**src/rtl/svid_slave_pkg.sv**
```systemverilog
package svid_slave_pkg;

   typedef enum logic [1:0] {
      RSP_IDLE = 2'b00,
      RSP_NAK  = 2'b01,
      RSP_ACK  = 2'b10,
      RSP_REJ  = 2'b11
   } rsp_e;

   typedef enum logic [1:0] {
      SLEW_FAST  = 2'b00,
      SLEW_SLOW  = 2'b01,
      SLEW_DECAY = 2'b10
   } slew_e;

   localparam logic [7:0] CMD_VID_FAST  = 8'h01;
   localparam logic [7:0] CMD_VID_SLOW  = 8'h02;
   localparam logic [7:0] CMD_VID_DECAY = 8'h03;
   localparam logic [7:0] CMD_SET_PS    = 8'h04;
   localparam logic [7:0] CMD_SET_PTR   = 8'h05;
   localparam logic [7:0] CMD_WR_DATA   = 8'h06;
   localparam logic [7:0] CMD_RD_REG    = 8'h07;

   localparam logic [7:0] A_VENDOR  = 8'h00;
   localparam logic [7:0] A_PRODUCT = 8'h01;
   localparam logic [7:0] A_REV     = 8'h02;
   localparam logic [7:0] A_PROTO   = 8'h05;
   localparam logic [7:0] A_CAPS    = 8'h06;
   localparam logic [7:0] A_STAT1   = 8'h10;
   localparam logic [7:0] A_STAT2   = 8'h11;
   localparam logic [7:0] A_TZONE   = 8'h12;
   localparam logic [7:0] A_IOUT    = 8'h15;
   localparam logic [7:0] A_S2COPY  = 8'h1C;
   localparam logic [7:0] A_ICCMAX  = 8'h21;
   localparam logic [7:0] A_TMAX    = 8'h22;
   localparam logic [7:0] A_SRFAST  = 8'h24;
   localparam logic [7:0] A_SRSLOW  = 8'h25;
   localparam logic [7:0] A_VMAX    = 8'h30;
   localparam logic [7:0] A_VIDSET  = 8'h31;
   localparam logic [7:0] A_PSTATE  = 8'h32;
   localparam logic [7:0] A_OFFSET  = 8'h33;
   localparam logic [7:0] A_MVCFG   = 8'h34;
   localparam logic [7:0] A_PTRCOPY = 8'h35;

   function automatic logic addr_known(input logic [7:0] a);
      case (a)
         A_VENDOR, A_PRODUCT, A_REV, A_PROTO, A_CAPS,
         A_STAT1, A_STAT2, A_TZONE, A_IOUT, A_S2COPY,
         A_ICCMAX, A_TMAX, A_SRFAST, A_SRSLOW,
         A_VMAX, A_VIDSET, A_PSTATE, A_OFFSET, A_MVCFG, A_PTRCOPY: return 1'b1;
         default: return 1'b0;
      endcase
   endfunction

   function automatic logic addr_host_rw(input logic [7:0] a);
      case (a)
         A_VMAX, A_VIDSET, A_PSTATE, A_OFFSET, A_MVCFG: return 1'b1;
         default: return 1'b0;
      endcase
   endfunction

   typedef struct packed {
      rsp_e  rsp;
      logic  vid_go;
      slew_e slew;
      logic  ps_go;
      logic  ptr_go;
      logic  wr_go;
      logic  rd_go;
   } act_t;

endpackage

```
**src/rtl/svid_cmd_decode.sv**
```systemverilog
module svid_cmd_decode
   import svid_slave_pkg::*;
#(
   parameter int DW     = 8,
   parameter int CMD_W  = 5,
   parameter int PS_MAX = 3
) (
   input  logic             txn_valid,
   input  logic [CMD_W-1:0] txn_cmd,
   input  logic [DW-1:0]    txn_payload,
   input  logic             txn_allcall,
   input  logic [DW-1:0]    vout_vid,
   input  logic             busy,
   input  logic [DW-1:0]    ptr,
   output act_t             act
);

   localparam logic [DW-1:0] PS_LIMIT = DW'(PS_MAX);

   logic [7:0] cmd8;
   assign cmd8 = 8'(txn_cmd);

   always_comb begin
      act      = '0;
      act.rsp  = RSP_IDLE;
      act.slew = SLEW_FAST;
      if (txn_valid) begin
         act.rsp = RSP_REJ;
         case (cmd8)
            CMD_VID_FAST, CMD_VID_SLOW: begin
               act.rsp    = RSP_ACK;
               act.vid_go = 1'b1;
               act.slew   = (cmd8 == CMD_VID_FAST) ? SLEW_FAST : SLEW_SLOW;
            end
            CMD_VID_DECAY: begin
               if (txn_payload <= vout_vid) begin
                  act.rsp    = RSP_ACK;
                  act.vid_go = 1'b1;
                  act.slew   = SLEW_DECAY;
               end
            end
            CMD_SET_PS: begin
               if (txn_payload <= PS_LIMIT && !busy) begin
                  act.rsp   = RSP_ACK;
                  act.ps_go = 1'b1;
               end
            end
            CMD_SET_PTR: begin
               if (txn_allcall) act.rsp = RSP_NAK;
               else if (addr_known(txn_payload[7:0])) begin
                  act.rsp    = RSP_ACK;
                  act.ptr_go = 1'b1;
               end
            end
            CMD_WR_DATA: begin
               if (txn_allcall) act.rsp = RSP_NAK;
               else if (addr_host_rw(ptr[7:0])) begin
                  act.rsp   = RSP_ACK;
                  act.wr_go = 1'b1;
               end
            end
            CMD_RD_REG: begin
               if (txn_allcall) act.rsp = RSP_NAK;
               else if (addr_known(txn_payload[7:0])) begin
                  act.rsp   = RSP_ACK;
                  act.rd_go = 1'b1;
               end
            end
            default: act.rsp = RSP_REJ;
         endcase
      end
   end

   // unsupported codes never produce an accept
   always_comb begin
      if (txn_valid && (cmd8 == 8'h00 || cmd8 >= 8'h08))
         assert_unsup_rej_R12: assert (act.rsp == RSP_REJ && !act.vid_go && !act.ps_go);
   end

endmodule

```
**src/rtl/svid_reg_file.sv**
```systemverilog
module svid_reg_file
   import svid_slave_pkg::*;
#(
   parameter int          DW           = 8,
   parameter logic [7:0]  VENDOR_ID    = 8'h1E,
   parameter logic [7:0]  PRODUCT_ID   = 8'h84,
   parameter logic [7:0]  REVISION     = 8'h00,
   parameter logic [7:0]  PROTOCOL     = 8'h02,
   parameter logic [7:0]  CAPABILITY   = 8'h81,
   parameter logic [7:0]  ICC_MAX      = 8'h7D,
   parameter logic [7:0]  TEMP_MAX     = 8'h64,
   parameter logic [7:0]  SR_FAST      = 8'h0A,
   parameter logic [7:0]  SR_SLOW      = 8'h02,
   parameter logic [7:0]  VOUT_MAX_RST = 8'hB5,
   parameter logic [7:0]  PS_IOUT_FIX  = 8'h03,
   parameter logic [7:0]  IOUT_FIXED   = 8'h04
) (
   input  logic          clk,
   input  logic          rst_n,
   input  logic [DW-1:0] wdata,
   input  logic          vid_wr,
   input  logic          ps_wr,
   input  logic          ptr_wr,
   input  logic          dat_wr,
   input  logic          rd_en,
   input  logic [DW-1:0] rd_addr,
   input  logic [DW-1:0] isense_i,
   input  logic [DW-1:0] st1_i,
   input  logic [DW-1:0] st2_i,
   input  logic [DW-1:0] tz_i,
   output logic [DW-1:0] rd_data,
   output logic [DW-1:0] ptr_o
);

   logic [DW-1:0] ptr_q, vidset_q, pstate_q, offset_q, vmax_q, mvcfg_q;
   logic [DW-1:0] st1_q, st2_q, tz_q, iout_q, s2copy_q;
   logic [DW-1:0] rd_mux;

   always_ff @(posedge clk) begin
      if (!rst_n) begin
         ptr_q    <= '0;
         vidset_q <= '0;
         pstate_q <= '0;
         offset_q <= '0;
         vmax_q   <= VOUT_MAX_RST;
         mvcfg_q  <= '0;
         st1_q    <= '0;
         st2_q    <= '0;
         tz_q     <= '0;
         iout_q   <= '0;
         s2copy_q <= '0;
      end else begin
         if (ptr_wr) ptr_q <= wdata;
         if (vid_wr || (dat_wr && ptr_q == A_VIDSET)) vidset_q <= wdata;
         if (ps_wr  || (dat_wr && ptr_q == A_PSTATE)) pstate_q <= wdata;
         if (dat_wr && ptr_q == A_OFFSET) offset_q <= wdata;
         if (dat_wr && ptr_q == A_VMAX)   vmax_q   <= wdata;
         if (dat_wr && ptr_q == A_MVCFG)  mvcfg_q  <= wdata;
         st1_q  <= st1_i;
         st2_q  <= st2_i;
         tz_q   <= tz_i;
         iout_q <= (pstate_q == PS_IOUT_FIX) ? IOUT_FIXED : isense_i;
         if (rd_en && rd_addr == A_STAT2) s2copy_q <= st2_q;
      end
   end

   always_comb begin
      case (rd_addr)
         A_VENDOR:  rd_mux = VENDOR_ID;
         A_PRODUCT: rd_mux = PRODUCT_ID;
         A_REV:     rd_mux = REVISION;
         A_PROTO:   rd_mux = PROTOCOL;
         A_CAPS:    rd_mux = CAPABILITY;
         A_STAT1:   rd_mux = st1_q;
         A_STAT2:   rd_mux = st2_q;
         A_TZONE:   rd_mux = tz_q;
         A_IOUT:    rd_mux = iout_q;
         A_S2COPY:  rd_mux = s2copy_q;
         A_ICCMAX:  rd_mux = ICC_MAX;
         A_TMAX:    rd_mux = TEMP_MAX;
         A_SRFAST:  rd_mux = SR_FAST;
         A_SRSLOW:  rd_mux = SR_SLOW;
         A_VMAX:    rd_mux = vmax_q;
         A_VIDSET:  rd_mux = vidset_q;
         A_PSTATE:  rd_mux = pstate_q;
         A_OFFSET:  rd_mux = offset_q;
         A_MVCFG:   rd_mux = mvcfg_q;
         A_PTRCOPY: rd_mux = ptr_q;
         default:   rd_mux = '0;
      endcase
   end

   assign rd_data = rd_en ? rd_mux : '0;
   assign ptr_o   = ptr_q;

   assert_iout_fixed_R10: assert property (@(posedge clk) disable iff (!rst_n)
      pstate_q == PS_IOUT_FIX |=> iout_q == IOUT_FIXED);

   assert_s2_copy_R11: assert property (@(posedge clk) disable iff (!rst_n)
      rd_en && rd_addr == A_STAT2 |=> s2copy_q == $past(st2_q));

   assert_vidset_hold_R12: assert property (@(posedge clk) disable iff (!rst_n)
      !vid_wr && !dat_wr |=> $stable(vidset_q));

endmodule

```
**src/rtl/svid_vid_tracker.sv**
```systemverilog
module svid_vid_tracker (
   input  logic clk,
   input  logic rst_n,
   input  logic set_i,
   input  logic settled_i,
   output logic busy_o
);

   logic busy_q;

   always_ff @(posedge clk) begin
      if (!rst_n)         busy_q <= 1'b0;
      else if (set_i)     busy_q <= 1'b1;
      else if (settled_i) busy_q <= 1'b0;
   end

   assign busy_o = busy_q;

   assert_busy_set_R3: assert property (@(posedge clk) disable iff (!rst_n)
      set_i |=> busy_q);

   assert_busy_clear_R3: assert property (@(posedge clk) disable iff (!rst_n)
      settled_i && !set_i |=> !busy_q);

endmodule

```
**src/rtl/svid_cmd_slave.sv**
```systemverilog
module svid_cmd_slave
   import svid_slave_pkg::*;
#(
   parameter int          DW           = 8,
   parameter int          CMD_W        = 5,
   parameter int          PS_MAX       = 3,
   parameter bit          RSP_PIPE     = 1'b1,
   parameter logic [7:0]  VENDOR_ID    = 8'h1E,
   parameter logic [7:0]  PRODUCT_ID   = 8'h84,
   parameter logic [7:0]  REVISION     = 8'h00,
   parameter logic [7:0]  PROTOCOL     = 8'h02,
   parameter logic [7:0]  CAPABILITY   = 8'h81,
   parameter logic [7:0]  ICC_MAX      = 8'h7D,
   parameter logic [7:0]  TEMP_MAX     = 8'h64,
   parameter logic [7:0]  SR_FAST      = 8'h0A,
   parameter logic [7:0]  SR_SLOW      = 8'h02,
   parameter logic [7:0]  VOUT_MAX_RST = 8'hB5,
   parameter logic [7:0]  PS_IOUT_FIX  = 8'h03,
   parameter logic [7:0]  IOUT_FIXED   = 8'h04
) (
   input  logic             clk,
   input  logic             rst_n,
   input  logic             txn_valid,
   input  logic [CMD_W-1:0] txn_cmd,
   input  logic [DW-1:0]    txn_payload,
   input  logic             txn_allcall,
   input  logic [DW-1:0]    vout_vid,
   input  logic             vid_settled,
   input  logic [DW-1:0]    isense,
   input  logic [DW-1:0]    ctl_stat1,
   input  logic [DW-1:0]    ctl_stat2,
   input  logic [DW-1:0]    ctl_tzone,
   output logic             rsp_valid,
   output logic [1:0]       rsp_code,
   output logic [DW-1:0]    rsp_data,
   output logic             vid_stb,
   output logic [DW-1:0]    vid_target,
   output logic [1:0]       vid_slew,
   output logic             ps_stb,
   output logic [DW-1:0]    ps_value,
   output logic             vid_busy
);

   if (DW != 8) begin : g_bad_dw
      $error("svid_cmd_slave: DW must be 8 (register bytes)");
   end
   if (CMD_W < 3 || CMD_W > 8) begin : g_bad_cmd
      $error("svid_cmd_slave: CMD_W must lie in 3..8");
   end
   if (PS_MAX < 0 || PS_MAX > 255) begin : g_bad_ps
      $error("svid_cmd_slave: PS_MAX must fit a byte");
   end

   act_t          act;
   logic          busy;
   logic [DW-1:0] ptr;
   logic [DW-1:0] rd_data;

   svid_cmd_decode #(.DW(DW), .CMD_W(CMD_W), .PS_MAX(PS_MAX)) u_dec (
      .txn_valid  (txn_valid),
      .txn_cmd    (txn_cmd),
      .txn_payload(txn_payload),
      .txn_allcall(txn_allcall),
      .vout_vid   (vout_vid),
      .busy       (busy),
      .ptr        (ptr),
      .act        (act)
   );

   svid_reg_file #(
      .DW(DW), .VENDOR_ID(VENDOR_ID), .PRODUCT_ID(PRODUCT_ID),
      .REVISION(REVISION), .PROTOCOL(PROTOCOL), .CAPABILITY(CAPABILITY),
      .ICC_MAX(ICC_MAX), .TEMP_MAX(TEMP_MAX), .SR_FAST(SR_FAST),
      .SR_SLOW(SR_SLOW), .VOUT_MAX_RST(VOUT_MAX_RST),
      .PS_IOUT_FIX(PS_IOUT_FIX), .IOUT_FIXED(IOUT_FIXED)
   ) u_regs (
      .clk     (clk),
      .rst_n   (rst_n),
      .wdata   (txn_payload),
      .vid_wr  (act.vid_go),
      .ps_wr   (act.ps_go),
      .ptr_wr  (act.ptr_go),
      .dat_wr  (act.wr_go),
      .rd_en   (act.rd_go),
      .rd_addr (txn_payload),
      .isense_i(isense),
      .st1_i   (ctl_stat1),
      .st2_i   (ctl_stat2),
      .tz_i    (ctl_tzone),
      .rd_data (rd_data),
      .ptr_o   (ptr)
   );

   svid_vid_tracker u_trk (
      .clk      (clk),
      .rst_n    (rst_n),
      .set_i    (act.vid_go),
      .settled_i(vid_settled),
      .busy_o   (busy)
   );

   assign vid_busy = busy;

   if (RSP_PIPE) begin : g_pipe
      always_ff @(posedge clk) begin
         if (!rst_n) begin
            rsp_valid  <= 1'b0;
            rsp_code   <= RSP_IDLE;
            rsp_data   <= '0;
            vid_stb    <= 1'b0;
            vid_target <= '0;
            vid_slew   <= SLEW_FAST;
            ps_stb     <= 1'b0;
            ps_value   <= '0;
         end else begin
            rsp_valid  <= txn_valid;
            rsp_code   <= act.rsp;
            rsp_data   <= rd_data;
            vid_stb    <= act.vid_go;
            vid_target <= act.vid_go ? txn_payload : '0;
            vid_slew   <= act.vid_go ? act.slew : SLEW_FAST;
            ps_stb     <= act.ps_go;
            ps_value   <= act.ps_go ? txn_payload : '0;
         end
      end

      assert_allcall_nak_R5: assert property (@(posedge clk) disable iff (!rst_n)
         txn_valid && txn_allcall && act.rd_go == 1'b0 &&
         (8'(txn_cmd) >= CMD_SET_PTR && 8'(txn_cmd) <= CMD_RD_REG)
         |=> rsp_code == RSP_NAK && rsp_data == '0);

      assert_vid_ack_R1: assert property (@(posedge clk) disable iff (!rst_n)
         vid_stb |-> rsp_valid && rsp_code == RSP_ACK && vid_busy);

      assert_ps_busy_rej_R4: assert property (@(posedge clk) disable iff (!rst_n)
         txn_valid && 8'(txn_cmd) == CMD_SET_PS && vid_busy |=> rsp_code == RSP_REJ && !ps_stb);
   end else begin : g_comb
      always_comb begin
         rsp_valid  = txn_valid;
         rsp_code   = act.rsp;
         rsp_data   = rd_data;
         vid_stb    = act.vid_go;
         vid_target = act.vid_go ? txn_payload : '0;
         vid_slew   = act.vid_go ? act.slew : SLEW_FAST;
         ps_stb     = act.ps_go;
         ps_value   = act.ps_go ? txn_payload : '0;
      end
   end

   assert_ptr_hold_R12: assert property (@(posedge clk) disable iff (!rst_n)
      txn_valid && act.rsp != RSP_ACK |=> $stable(ptr));

   assert_strobe_excl_R4: assert property (@(posedge clk) disable iff (!rst_n)
      $onehot0({vid_stb, ps_stb}));

endmodule

```
**config.mk**
```make
export PLATFORM = sky130hd
export DESIGN_NAME = svid_cmd_slave
export DESIGN_NICKNAME = d
export VERILOG_FILES = /design/src/rtl/svid_slave_pkg.sv /design/src/rtl/svid_cmd_decode.sv /design/src/rtl/svid_reg_file.sv /design/src/rtl/svid_vid_tracker.sv /design/src/rtl/svid_cmd_slave.sv
export SDC_FILE = /design/constraint.sdc
export NUM_CORES = 1
export LEC_CHECK = 0
export BUFFER_PORTS_ARGS = -buffer_cell sky130_fd_sc_hd__buf_2
export CAP_MARGIN = 15
export CORE_MARGIN = 2
export CORE_UTILIZATION = 30
export CTS_CLUSTER_DIAMETER = 50
export DETAILED_ROUTE_END_ITERATION = 7
export HOLD_SLACK_MARGIN = 0.05
export PLACE_DENSITY = 0.51
export SKIP_CTS_REPAIR_TIMING = 1
export SYNTH_ARGS = -nofsm -noshare
export SYNTH_HDL_FRONTEND = slang
export SYNTH_HIERARCHICAL = 1
export SYNTH_SLANG_ARGS = --single-unit
```
**constraint.sdc**
```tcl
create_clock -name clk -period 5 [get_ports clk]
set_clock_uncertainty 0.1 [all_clocks]
set_input_delay 1.5 -clock clk [delete_from_list [all_inputs] [get_ports clk]]
set_output_delay 1.5 -clock clk [all_outputs]
set_load 0.03 [all_outputs]
```
==> run_results.csv <==
group,metric,value,unit
routing,drt_iter0_drc,372,
die,fp-row-count,51,
setup_path,cp-end-kind,"flip-flop",
grt,grt_pass1_vias,4758,
routing,vias,4837,
grt,busiest_layer,"met2",
grt,globalRouteMet2Util,25.6,%
die,start_util,30.7,%
finish,areaGrowthSynthToFinish,20.8,%
cts,cts_buffers,17,
die,die_w,146,um
finish,seq_area,2400,sq um
setup_path,reg2reg_slack,2.17,ns
routing,antenna_left,0,
synth,avgSynthCellArea,10.0,sq um
routing,wl_per_cell,17.8,um
grt,use_met1,22.8,%
routing,drc_errors,0,
power,power_density,348,nW/um^2
synth,synth_nets,668,
finish,num_antenna_cells,0,
setup_path,cp_max_fo,24,
finish,multi_input_area,3270,sq um
setup_path,crit_type,"input pin to flip-flop",
synth,synth-edff-count,0,
synth,yosysTopAreaCell,"dfxtp_1",
synth,yosysWarningCount,6,
synth,netlist.area_leader.share,39.9,%
setup_path,required,5.21,ns
grt,grt_overflow_total,0,
routing,drt-total-wl,17100,um
die,die_area,21200,sq um
timing,whs,0.376,ns
setup_path,critPathMaxStageDelay,0.43,ns
grt,use_met3,4.04,%
timing,setup_viol,0,
min_path,hold_path_startpoint,"u_regs/vmax_q[0]$_SDFFE_PN1P_",
place,gp_congestion,0.892,
cts,cts_tree,"done",
cts,clk_latency,0.42,ns
setup_path,worst-path-buf-inv,3,
timing,finalCritPeriodShare,74.6,%
setup_path,crit_family,"simple AND/OR/NAND/NOR gates",
setup_path,path_cells,"buf_2, inv_1, ha_1, or3_1, nand4b_1, o21ai_1, a21boi_2, nor3_1, buf_4, nand3_2, mux2i_1, nor2b_1",
die,coreArea,19600,sq um
finish,fillers,1967,
finish,nets,752,
finish,utilization,37.1,%
synth,yosys_register_bits,120,
power,leakagePower,3.00,nW
setup_path,r2r_end,"u_regs/vmax_q[7]$_SDFFE_PN1P_",
outcome,status,"complete, no violations",
grt,antenna_found_initial,0,
synth,synth_seq_area_share,39.9,%
flow_run,cap_violations,0,
cts,path_clk_slew,0.06,ns
setup_path,crit_path_top_delay_cell,"buf_2",
finish,layout_commonest_cell,"dfxtp_1",
die,die_height,146,um
cts,clock-sinks,120,
cts,ctsLongestPathBuffers,2,
place,dpl.hpwl,11700,um
cts,clockRootBuffer,"clkbuf_16",
min_path,holdPathEnd,"u_regs/vmax_q[0]$_SDFFE_PN1P_",
synth,synthFlopType,"dfxtp_1",
finish,final_cell_mix,"dfxtp_1 (120), buf_2 (89), mux2i_1 (65)",
synth,postSynth.asyncResetShare,0,%
timing,tns,0,ns
setup_path,timing.critical_path.from_type,"input pin",
place,io_buffers,89,
timing,finalHoldViolations,0,
setup_path,worstRegToRegCells,7,
power,vdd_drop_max,0.192,mV
timing,fin_crit,3.73,ns
routing,drt_pre_antenna_iters,5,
grt,grt_max_degree,55,
setup_path,worst-path-stages,12,
min_path,hp-class,"flip-flop to flip-flop",
die,io_pins,90,
grt,track_usage,16.5,%
timing,fmax,268,MHz
setup_path,critPathArrivalTime,3.94,ns
setup_path,r2r-start,"u_regs/ptr_o[3]$_SDFFE_PN0P_",
synth,synth_area_leaders,"dfxtp_1 (40%), mux2i_1 (11%), nor2b_1 (5.8%)",
synth,syn_area,6010,sq um
timing,tightestPinTransition,0.859,ns
routing,via_per_inst,5.03,
synth,yosys.cell_types.count,84,
timing,rsz0062_at_grt,"no",
grt,grt_pass1_wl,27500,um
finish,drive_gt1_share,26.5,%
synth,synth_cells,600,
min_path,hold_depth,2,
timing,relSlewSlack,41.9,%
timing,drv_slew,0,
cts,htreeDepth,4,
-- cell families (layout without fill, tap and decap cells) --
family | after synthesis | count (layout) | synth area share [%]
multiplexers | 68 | 68 | 11.8
adder cells (fa/ha/maj) | 10 | 10 | 2.08
AO/OA/AOI/OAI | 96 | 96 | 13.1
XOR/XNOR | 3 | 3 | 0.437
AND/OR/NAND/NOR | 249 | 249 | 26.9
flip-flops | 120 | 120 | 39.9
buffers and inverters | 54 | 151 | 5.74
-- per-layer routing --
metal / vias to the layer above / part of all wire, %
met5: - / 0
met4: 0 / 1.5
met3: 19 / 5.7
met2: 167 / 45
met1: 2329 / 48
li1: 2322 / -
-- worst reg2reg max path, delay by kind of cell (launching register included) --
kind	cells	cell delay, ns
flops	1	0.38
simple gates	6	1.96
mux	1	0.24
-- sequential cells by signal, summed over array words and instances (netlist names), 8 cells and up --
signal and count:
u_regs/pstate_q 8, u_regs/iout_q 8, u_regs/vidset_q 8, u_regs/st1_q 8, u_regs/ptr_o 8, u_regs/st2_q 8, ps_value 8, u_regs/vmax_q 8
u_regs/offset_q 8, u_regs/s2copy_q 8, u_regs/tz_q 8, u_regs/mvcfg_q 8, rsp_data 8, vid_target 8
-- synthesized netlist by cell type (all sizes together) (10+ instances only) --
cell / instances
mux2i: 65
nand2: 27
nand3: 11
and3: 30
clkbuf: 14
dfxtp: 120
buf: 24
nor2: 24
a21oi: 13
ha: 10
a31oi: 13
nor3: 15
o21ai: 19
nor2b: 58
inv: 16
and2: 40
-- how the worst max path moves through the flow --
stage / end / slack (ns) / startpoint
after detailed placement: u_regs/s2copy_q[5]$_SDFFE_PN0P_ / 0.87 / txn_payload[1]
after floorplan: u_regs/mvcfg_q[0]$_SDFFE_PN0P_ / 1.56 / txn_cmd[4]
final: u_regs/s2copy_q[2]$_SDFFE_PN0P_ / 1.27 / txn_payload[1]
after global routing: u_regs/s2copy_q[0]$_SDFFE_PN0P_ / 1.12 / txn_payload[1]
after global placement: u_regs/s2copy_q[2]$_SDFFE_PN0P_ / 0.89 / txn_payload[1]
after CTS: u_regs/s2copy_q[5]$_SDFFE_PN0P_ / 1.30 / txn_payload[1]
-- power breakdown --
group / internal [W] / switching [W]
clock network: 0.000908 / 0.000444
logic: 0.0000747 / 0.000120
registers: 0.000974 / 0.00000752
total: 0.00196 / 0.000571
-- stage by stage --
| stage | area [sq um] | total power [W] | setup WS, ns | instances |
|---|---|---|---|---|
| 4_1_cts | 7270 | 0.00255 | 1.30 | 962 |
| 3_5_place_dp | 6610 | 0.00120 | 0.869 | 930 |
| 5_1_grt | 7270 | 0.00261 | 1.12 | 962 |
| 3_3_place_gp | 6610 | 0.00119 | 0.889 | 930 |
| 6_report | 7270 | 0.00253 | 1.27 | 962 |
| 2_1_floorplan | 6010 | 0.00113 | 1.56 | 600 |
-- final cells by class --
| cell class | instances | share of cell area, % |
|---|---|---|
| timing repair buffer | 103 | 7.58 |
| tap | 265 | 4.56 |
| sequential | 120 | 33.1 |
| multi-input combinational | 426 | 45.0 |
| inverter | 16 | 0.827 |
| clock inverter | 12 | 2.72 |
| clock buffer | 20 | 6.29 |
(Power assumes the default switching activity.)
